===== config.mk =====
export PLATFORM = sky130hd
export DESIGN_NAME = uart_dbuf
export DESIGN_NICKNAME = d
export VERILOG_FILES = /design/src/rtl/uart_dbuf_pkg.sv /design/src/rtl/udb_tick_gen.sv /design/src/rtl/udb_tx.sv /design/src/rtl/udb_rx.sv /design/src/rtl/uart_dbuf.sv
export SDC_FILE = /design/constraint.sdc
export NUM_CORES = 1
export LEC_CHECK = 0
export CORE_MARGIN = 5
export CORE_UTILIZATION = 35
export CTS_CLUSTER_SIZE = 14
export DETAILED_ROUTE_END_ITERATION = 6
export HOLD_SLACK_MARGIN = 0.02
export SLEW_MARGIN = 20
export SYNTH_ARGS = -nofsm -noshare
export SYNTH_HDL_FRONTEND = slang
export SYNTH_SLANG_ARGS = --single-unit

===== constraint.sdc =====
create_clock -name clk -period 3.16 [get_ports clk]
set_input_delay 0.632 -clock clk [delete_from_list [all_inputs] [get_ports clk]]
set_output_delay 0.632 -clock clk [all_outputs]
set_load 0.05 [all_outputs]

===== src/rtl/uart_dbuf_pkg.sv =====
package uart_dbuf_pkg;

   localparam int FRAME_W = 12;   // start + 8 data + parity + 2 stop

   typedef struct packed {
      logic       two_stop;
      logic       par_en;
      logic       par_even;
      logic [1:0] size;
   } frame_cfg_t;

   function automatic frame_cfg_t decode_frame(input logic [5:0] w);
      frame_cfg_t c;
      c.two_stop = w[5];
      c.par_en   = w[3];
      c.par_even = w[2];
      c.size     = w[1:0];
      return c;
   endfunction

   function automatic logic [3:0] data_len(input logic [1:0] size);
      return 4'd5 + {2'b00, size};
   endfunction

   function automatic logic [3:0] frame_len(input frame_cfg_t c);
      return 4'd2 + data_len(c.size) + {3'b000, c.par_en} + {3'b000, c.two_stop};
   endfunction

   function automatic logic [7:0] mask_data(input logic [7:0] d, input logic [1:0] size);
      logic [7:0] m;
      m = 8'hFF >> (2'd3 - size);
      return d & m;
   endfunction

   function automatic logic parity_of(input logic [7:0] d, input frame_cfg_t c);
      logic p;
      p = ^mask_data(d, c.size);
      return c.par_even ? p : ~p;
   endfunction

   function automatic logic [FRAME_W-1:0] build_frame(input logic [7:0] d, input frame_cfg_t c);
      logic [FRAME_W-1:0] f;
      logic [3:0]         n;
      f    = '1;
      f[0] = 1'b0;
      n    = data_len(c.size);
      for (int i = 0; i < 8; i++) begin
         if (i < int'(n)) f[i+1] = d[i];
      end
      if (c.par_en) f[n + 4'd1] = parity_of(d, c);
      return f;
   endfunction

endpackage


===== src/rtl/udb_tick_gen.sv =====
module udb_tick_gen #(
   parameter int BASE_DIV = 16,
   parameter int RATE_W   = 4
) (
   input  logic              clk,
   input  logic              rst_n,
   input  logic [RATE_W-1:0] rate_sel,
   input  logic              diag_mode,
   input  logic              diag_ref,
   output logic              tick
);
   localparam int MAX_PERIOD = BASE_DIV * ((1 << RATE_W) - 1);
   localparam int CNT_W      = $clog2(MAX_PERIOD + 1);

   logic [CNT_W-1:0] cnt_q;
   logic [CNT_W-1:0] period;
   logic             ref_q;
   logic             int_tick;
   logic             ext_tick;
   logic             ext_sel;

   always_comb begin
      ext_sel  = (rate_sel == '0);
      period   = CNT_W'(BASE_DIV * int'(rate_sel));
      int_tick = !ext_sel && (cnt_q >= period - CNT_W'(1));
      ext_tick = ext_sel && diag_mode && ref_q && !diag_ref;
      tick     = int_tick | ext_tick;
   end

   always_ff @(posedge clk or negedge rst_n) begin
      if (!rst_n) begin
         cnt_q <= '0;
         ref_q <= 1'b0;
      end else begin
         ref_q <= diag_ref;
         if (ext_sel || int_tick) cnt_q <= '0;
         else                     cnt_q <= cnt_q + CNT_W'(1);
      end
   end


   no_ext_tick_chk: assert property (@(posedge clk) disable iff (!rst_n)
      (rate_sel == '0 && !diag_mode) |-> !tick);


   int_spacing_chk: assert property (@(posedge clk) disable iff (!rst_n)
      (int_tick && BASE_DIV > 1) |=> !int_tick);

endmodule


===== src/rtl/udb_tx.sv =====
module udb_tx
   import uart_dbuf_pkg::*;
(
   input  logic       clk,
   input  logic       rst_n,
   input  logic       tick,
   input  frame_cfg_t cfg,
   input  logic       load,
   input  logic [7:0] data,
   output logic       hold_empty,
   output logic       idle,
   output logic       line
);
   logic               hold_full;
   logic [7:0]         hold_q;
   logic               busy;
   logic [FRAME_W-1:0] sh_q;
   logic [3:0]         left_q;
   logic [3:0]         phase_q;

   always_ff @(posedge clk or negedge rst_n) begin
      if (!rst_n) begin
         hold_full <= 1'b0;
         hold_q    <= '0;
         busy      <= 1'b0;
         sh_q      <= '1;
         left_q    <= '0;
         phase_q   <= '0;
      end else begin
         if (load && !hold_full) begin
            hold_q    <= data;
            hold_full <= 1'b1;
         end
         if (!busy && hold_full) begin
            sh_q      <= build_frame(hold_q, cfg);
            left_q    <= frame_len(cfg);
            phase_q   <= '0;
            busy      <= 1'b1;
            hold_full <= 1'b0;
         end else if (busy && tick) begin
            if (phase_q == 4'd15) begin
               phase_q <= '0;
               sh_q    <= {1'b1, sh_q[FRAME_W-1:1]};
               left_q  <= left_q - 4'd1;
               if (left_q == 4'd1) busy <= 1'b0;
            end else begin
               phase_q <= phase_q + 4'd1;
            end
         end
      end
   end

   assign hold_empty = !hold_full;
   assign idle       = !hold_full && !busy;
   assign line       = busy ? sh_q[0] : 1'b1;


   drop_when_full_chk: assert property (@(posedge clk) disable iff (!rst_n)
      (load && hold_full && busy) |=> $stable(hold_q));


   bit_hold_chk: assert property (@(posedge clk) disable iff (!rst_n)
      (busy && !tick) |=> $stable(line));

endmodule


===== src/rtl/udb_rx.sv =====
module udb_rx
   import uart_dbuf_pkg::*;
(
   input  logic       clk,
   input  logic       rst_n,
   input  logic       tick,
   input  frame_cfg_t cfg,
   input  logic       line_s,
   input  logic       take,
   output logic [7:0] data,
   output logic       ready,
   output logic       perr,
   output logic       brk,
   output logic       ovr
);
   logic       active;
   logic [3:0] phase_q;
   logic [3:0] idx_q;
   logic [7:0] sh_q;
   logic       pbit_q;
   logic       zero_q;
   frame_cfg_t cfg_q;
   logic [3:0] n_bits;
   logic [3:0] last_idx;
   logic       at_mid;
   logic       done;

   always_comb begin
      n_bits   = data_len(cfg_q.size);
      last_idx = n_bits + {3'b000, cfg_q.par_en} + 4'd1;
      at_mid   = active && tick && (phase_q == 4'd8);
      done     = at_mid && (idx_q == last_idx);
   end

   always_ff @(posedge clk or negedge rst_n) begin
      if (!rst_n) begin
         active  <= 1'b0;
         phase_q <= '0;
         idx_q   <= '0;
         sh_q    <= '0;
         pbit_q  <= 1'b0;
         zero_q  <= 1'b0;
         cfg_q   <= '0;
         data    <= '0;
         ready   <= 1'b0;
         perr    <= 1'b0;
         brk     <= 1'b0;
         ovr     <= 1'b0;
      end else begin
         if (take) begin
            ready <= 1'b0;
            ovr   <= 1'b0;
         end
         if (!active) begin
            if (tick && !line_s) begin
               active  <= 1'b1;
               phase_q <= 4'd1;
               idx_q   <= '0;
               sh_q    <= '0;
               zero_q  <= 1'b1;
               cfg_q   <= cfg;
            end
         end else if (tick) begin
            phase_q <= phase_q + 4'd1;
            if (phase_q == 4'd8) begin
               idx_q  <= idx_q + 4'd1;
               zero_q <= zero_q & ~line_s;
               if (idx_q == 4'd0) begin
                  if (line_s) active <= 1'b0;
               end else if (idx_q <= n_bits) begin
                  sh_q[3'(idx_q - 4'd1)] <= line_s;
               end else if (cfg_q.par_en && idx_q == n_bits + 4'd1) begin
                  pbit_q <= line_s;
               end
               if (idx_q == last_idx) begin
                  active <= 1'b0;
                  data   <= sh_q;
                  ready  <= 1'b1;
                  ovr    <= (ovr | ready) & ~take;
                  perr   <= cfg_q.par_en & (pbit_q != parity_of(sh_q, cfg_q));
                  brk    <= zero_q & ~line_s;
               end
            end
         end
      end
   end


   take_clear_chk: assert property (@(posedge clk) disable iff (!rst_n)
      (take && !done) |=> !ready);


   ovr_set_chk: assert property (@(posedge clk) disable iff (!rst_n)
      (done && ready && !take) |=> ovr);


   brk_zero_chk: assert property (@(posedge clk) disable iff (!rst_n)
      brk |-> (data == 8'h00));

endmodule


===== src/rtl/uart_dbuf.sv =====
module uart_dbuf
   import uart_dbuf_pkg::*;
#(
   parameter int BASE_DIV    = 16,
   parameter int SYNC_STAGES = 2
) (
   input  logic       clk,
   input  logic       rst_n,
   input  logic [5:0] frame_word,
   input  logic [3:0] rate_sel,
   input  logic       diag_mode,
   input  logic       diag_ref,
   input  logic [7:0] tx_data,
   input  logic       tx_load,
   output logic       tx_hold_empty,
   output logic       tx_idle,
   output logic       serial_out,
   input  logic       serial_in,
   output logic       rx_line,
   output logic [7:0] rx_data,
   output logic       rx_ready,
   input  logic       rx_take,
   output logic       rx_parity_err,
   output logic       rx_break,
   output logic       rx_overrun
);
   if (BASE_DIV < 1) begin : g_bad_div
      $error("BASE_DIV must be at least 1");
   end
   if (SYNC_STAGES < 0 || SYNC_STAGES > 4) begin : g_bad_sync
      $error("SYNC_STAGES must be 0 to 4");
   end

   frame_cfg_t cfg;
   logic       tick;
   logic       line_s;

   assign cfg = decode_frame(frame_word);

   if (SYNC_STAGES == 0) begin : g_nosync
      assign line_s = serial_in;
   end else begin : g_sync
      logic [SYNC_STAGES-1:0] st_q;
      always_ff @(posedge clk or negedge rst_n) begin
         if (!rst_n) st_q <= '1;
         else        st_q <= SYNC_STAGES'({st_q, serial_in});
      end
      assign line_s = st_q[SYNC_STAGES-1];
   end

   assign rx_line = line_s;

   udb_tick_gen #(.BASE_DIV(BASE_DIV), .RATE_W(4)) u_tick (
      .clk      (clk),
      .rst_n    (rst_n),
      .rate_sel (rate_sel),
      .diag_mode(diag_mode),
      .diag_ref (diag_ref),
      .tick     (tick)
   );

   udb_tx u_tx (
      .clk       (clk),
      .rst_n     (rst_n),
      .tick      (tick),
      .cfg       (cfg),
      .load      (tx_load),
      .data      (tx_data),
      .hold_empty(tx_hold_empty),
      .idle      (tx_idle),
      .line      (serial_out)
   );

   udb_rx u_rx (
      .clk   (clk),
      .rst_n (rst_n),
      .tick  (tick),
      .cfg   (cfg),
      .line_s(line_s),
      .take  (rx_take),
      .data  (rx_data),
      .ready (rx_ready),
      .perr  (rx_parity_err),
      .brk   (rx_break),
      .ovr   (rx_overrun)
   );

endmodule


# == After elaboration in Yosys (flattened, before gate mapping) ==
# Index checks and enable logic that the tools add are counted.
# classes
addsub,18
n_lt_le_gt_ge,14
n_eq_ne,10
shifts,2
n_mux,76
n_bitwise,14
reduce_logical,35
# ops
cell,count
8-bit two-way mux,7
4-bit two-way mux,13
1-bit two-way mux,48
12-bit two-way mux,4
4-bit by 1-bit adder with 4-bit output (second input constant),6
8-bit AND,2
3-bit by 4-bit less-than comparator with 1-bit output (first input constant),4
8-bit XOR reduction,2
8-bit by 2-bit right shift with 8-bit output (first input constant),2
4-bit by 1-bit adder with 4-bit output,3
12-bit bitwise mux,1
1-bit logical AND,12
2-bit nonzero test,5
3-bit by 2-bit adder with 4-bit output (first input constant),2
8-bit by 1-bit adder with 8-bit output (second input constant),1
8-bit bitwise mux,1
4-bit equality test,2
4-bit equality test (second input constant),2
8-bit >= comparator,1
4-bit zero test,2
1-bit by 4-bit less-than comparator with 1-bit output (first input constant),2
2-bit by 4-bit less-than comparator with 1-bit output (first input constant),2
8-bit by 1-bit subtractor with 8-bit output (second input constant),1
1-bit inverter,7
24 further kinds,37
# word_totals
register_bits,76
in_bits,25
output_inout_bits,16
wordCells,192

# == Longest topological paths before layout ==
# logic_depth
word_depth,11
mapped_depth,11
mapped_depth_nobuf,9

# == Hierarchy ==
# A second synthesis with hierarchy kept.
# hier_totals
hier_cells,450
area_unflattened_um2,4451.8
# modules_own_cells
module,instances,cells_per_inst,area_each_um2,seq_area_each_um2
udb_rx,1,212,2053.2,875.8
udb_tx,1,182,1781.7,765.7
udb_tick_gen,1,54,564.3,225.2
uart_dbuf,1,2,52.6,52.6

# == Least setup slack after synthesis ==
# Ideal clock, no wire load.
# synth_path
path_kind,input port to flip-flop
from,in rate_sel[0]
to,reg u_rx.active
setup_ns,0.111
arrival_time_ns,2.396
required_ns,3.049
slack_ns,0.653
cell_stages,10
path_buffers,1
path_cell_list,inv_1 ha_1 xnor2_1 ha_1 and2_1 and4_1 buf_2 o211ai_1 nor2_1 a2111oi_2
# synth_via
elab_chain_cells,8
elab_cells_between_ends,13
cone_classes,1 x add/sub; 1 x order compare; 3 x mux; 1 x bitwise; 7 x reduce/logical
# synth_lines
element,line,source
start: declaration,uart_dbuf.sv:10,"input logic [3:0] rate_sel,"
branches (longest 4 deep; another with 8-bit by 1-bit subtractor with 8-bit output),n/a,
1-bit bitwise OR *,udb_tick_gen.sv:27,tick = int_tick | ext_tick;
1-bit logical AND,udb_rx.sv:55,if (tick && !line_s) begin
1-bit two-way mux,udb_rx.sv:55,
1-bit two-way mux *,udb_rx.sv:54,if (!active) begin
end signal: assignment,udb_rx.sv:56,active <= 1'b1;
end signal: assignment,udb_rx.sv:69,if (line_s) active <= 1'b0;
end signal: assignment,udb_rx.sv:76,active <= 1'b0;
end: declaration,udb_rx.sv:16,logic active;
# Mark *: on every way between the ends.
# A chain may end at the register's enable or synchronous reset.

# == Worst setup path after layout ==
# layout_path
from,reg u_rx.cfg_q[0] in the netlist's numbering
to,reg u_rx.sh_q[6]
# layout_via
elab_chain_cells,4
# layout_lines
element,line,source
start: declaration,udb_rx.sv:22,frame_cfg_t cfg_q;
start signal: assignment,udb_rx.sv:61,cfg_q <= cfg;
3-bit by 2-bit adder with 4-bit output,uart_dbuf_pkg.sv:22,"return 4'd5 + {2'b00, size};"
4-bit less-or-equal comparator,udb_rx.sv:70,end else if (idx_q <= n_bits) begin
2-bit != test (no source line),n/a,
5-bit AND reduction (no source line),n/a,
end signal: indexed assignment,udb_rx.sv:71,sh_q[3'(idx_q - 4'd1)] <= line_s;
end: declaration,udb_rx.sv:19,logic [7:0] sh_q;
# Every way passes these cells.

==> flow_summary.ini <==
[status]
status = completed

[global_route]
antenna_found_initial = 0
first_global_vias = 3523
overflow = 0
grtUsageTotal_pct = 13.9
grt_pass1_wl_um = 16700
grt_max_degree = 77

[timing]
setup_viol = 0
hold_viol = 0
tightest_slew_ns = 0.970
period_minus_slack_ns = 2.96
slew_violations = 0
max_slew_margin_pct = 35.4
holdWs_ns = 0.355
max_freq_mhz = 338
min_period_over_period_pct = 93.5
grt_setup_unrepaired = no
skew_ns = 0.00528

[detailed_routing]
via_per_inst = 4.96
drcViolationCount = 0
drtIter0Drc = 161
routed_wirelength_um = 9950
vias = 3444
dr.pass1.iters = 4
wl_per_cell_um = 14.3
postRouteAntennaNets = 0

[yosys]
synthCells = 459
synthArstFlopShare_pct = 100
ys.flop_type = dfrtp_1
avgSynthCellArea_um2 = 9.87
synth_edf_count = 0
syn-cell-area_um2 = 4530
seq_area_frac_synth_pct = 42.4
ys_types = 61
synth_seq_cells = 76
yosysWarnings = 0
synth_fp_nets = 519

[floorplan]
rows = 41
die_w_um = 124
core-area_um2 = 12700
ioPinCount = 41
start_util_pct = 35.8
die_area_um2 = 15300
die_h_um = 124

[min_path]
min_to = g_sync.st_q[1]
min_path_cells = 0
hold_start = g_sync.st_q[0]
hold_path.class = flip-flop to flip-flop

[clock_network]
cts_setup_buffers = 0
cts.root.buffer_cell = clkbuf_16
cts_buffers = 9
hold_buffers = 0
cts_buffer_depth = 2
ctsResizeCount = 0
cts_tree = done
cts.clk_slew.worst_paths_ns = 0.06
cts.sinks = 76
insertion_delay_ns = 0.34
h-tree-depth = 3

[critical_path]
r2r_slack_ns = 0.20
critPathLaunchType = flip-flop
crit_type = flip-flop to flip-flop
crit_chain = inv_1 -> ha_1 -> inv_1 -> ha_1 -> nor2b_1 -> o311ai_0 -> o21ai_1 -> a211oi_1 -> mux2i_1
cp_slowest_cell = o311ai_0
startpoint = u_rx.cfg_q[0]
endpoint_kind = flip-flop
reg2reg_from = u_rx.cfg_q[0]
crit_fanout = 8
crit_required_ns = 3.42
cp_slowest_stage_delay_ns = 0.49
worstRegToRegCells = 9
r2r_end = u_rx.sh_q[6]
arrival_ns = 3.21

[layout]
finalNetCount = 578
final_common_cell = nand2_1
multi_input_comb_area_um2 = 2420
drive_gt1_share_pct = 14.7
fill_cells = 1229
n_antenna_cell = 0
area_growth_pct = 24.0
register_area_um2 = 1920
final_cell_mix = nand2_1 (72), dfrtp_1 (62), clkdlybuf4s50_1 (38)
final_core_util_pct = 44.4

[place]
hpwlAfterDp_um = 7260
finalWeightedCongestion = 0.903
io_buffers = 39

[pwr]
power_density_nw_per_um2 = 736
p_leak_nw = 2.47
vdd_drop_max_mv = 0.635

[flow_run]
drv_cap = 0
==> how the worst max path moves through the flow <==
| stage | end | slack (ns) |
|---|---|---|
| after detailed placement | u_tx.left_q[3] | -0.05 |
| after CTS | u_rx.sh_q[6] | 0.23 |
| final | u_rx.sh_q[6] | 0.20 |
| after global routing | u_rx.sh_q[6] | 0.02 |
| after global placement | u_tx.left_q[3] | 0.002 |
| after floorplan | u_rx.active | 0.65 |
==> layout make-up <==
cell class,count,share of cell area (%)
multi-input cells,341,43.0
flip-flops and latches,76,34.1
repair buffers,65,11.3
clock buffers,10,4.07
well taps,172,3.83
clock inverters,6,1.98
inverters,25,1.67
==> critical path, delay by kind of cell, from the launching register on <==
kind | cells | cell delay, ns
flip-flops | 1 | 0.48
AND/OR/NAND/NOR | 1 | 0.13
AO/OA/AOI/OAI | 3 | 1.18
multiplexers | 1 | 0.23
adder cells (fa/ha/maj) | 2 | 0.63
buffers and inverters | 2 | 0.23
==> through the flow <==
stage	TNS, ns	worst slack, ns	total power, W	cells	area [um^2]
CTS	0	0.232	0.00418	695	5620
floorplan	0	0.653	0.00258	459	4530
global placement	0	0.00185	0.00291	679	5280
finish	0	0.204	0.00414	695	5620
detailed placement	-0.0842	-0.0467	0.00296	679	5280
global route	0	0.0160	0.00442	695	5620
==> flip-flops by register name, indices dropped and copies added, names as in the netlist, 2 cells and up <==
name / flops
u_tick.cnt_q: 8
u_rx.phase_q: 4
u_tx.phase_q: 4
u_rx.cfg_q: 4
u_tx.sh_q: 12
u_rx.idx_q: 4
u_tx.left_q: 4
u_tx.hold_q: 8
u_rx.data: 8
g_sync.st_q: 2
u_rx.sh_q: 8
==> power breakdown <==
part / switching (W) / internal, W
clock: 0.000409 / 0.000773
sequential: 0.000253 / 0.00127
combinational: 0.000733 / 0.000698
==> routing by layer <==
layer	part of all wire [%]	track usage [%]	vias up
li1	-	-	1721
met1	47	17.1	1657
met2	48	23.7	56
met3	3.3	3.18	10
met4	1.3	4.98	0
met5	0	0	-
==> logic make-up after synthesis <==
family	after synthesis	share of synthesized area [%]
mux	23	5.36
flops	76	42.4
buf+inv	42	4.25
xor+xnor	34	6.87
simple gates	155	16.3
fa+ha+maj	35	9.99
compound gates	94	14.9
==> Yosys cell counts, drive strengths merged (3+ instances only) <==
cell type	n	share of area, %
nor2	26	2.2
or3	5	0.69
and3	5	0.69
mux2	10	2.5
ha	33	9.1
or2	4	0.55
a211oi	9	1.5
xnor2	25	4.8
dfstp	14	8.1
nand2	72	6.0
buf	11	1.7
a211o	3	0.58
nand2b	3	0.41
a31oi	4	0.55
nor3	3	0.33
and4	3	0.58
mux2i	13	2.9
o211ai	9	1.6
nand3b	3	0.50
nand3	11	1.2
nor2b	3	0.41
o2111ai	3	0.72
xor2	8	1.5
nor3b	3	0.50
and2	4	0.55
o21ai	27	3.0
inv	25	2.1
a22o	7	1.4
clkbuf	6	0.50
nand4	3	0.41
a21oi	15	1.7
a221o	3	0.66
dfrtp	62	34
No activity file was read; power rests on OpenSTA's default activity.
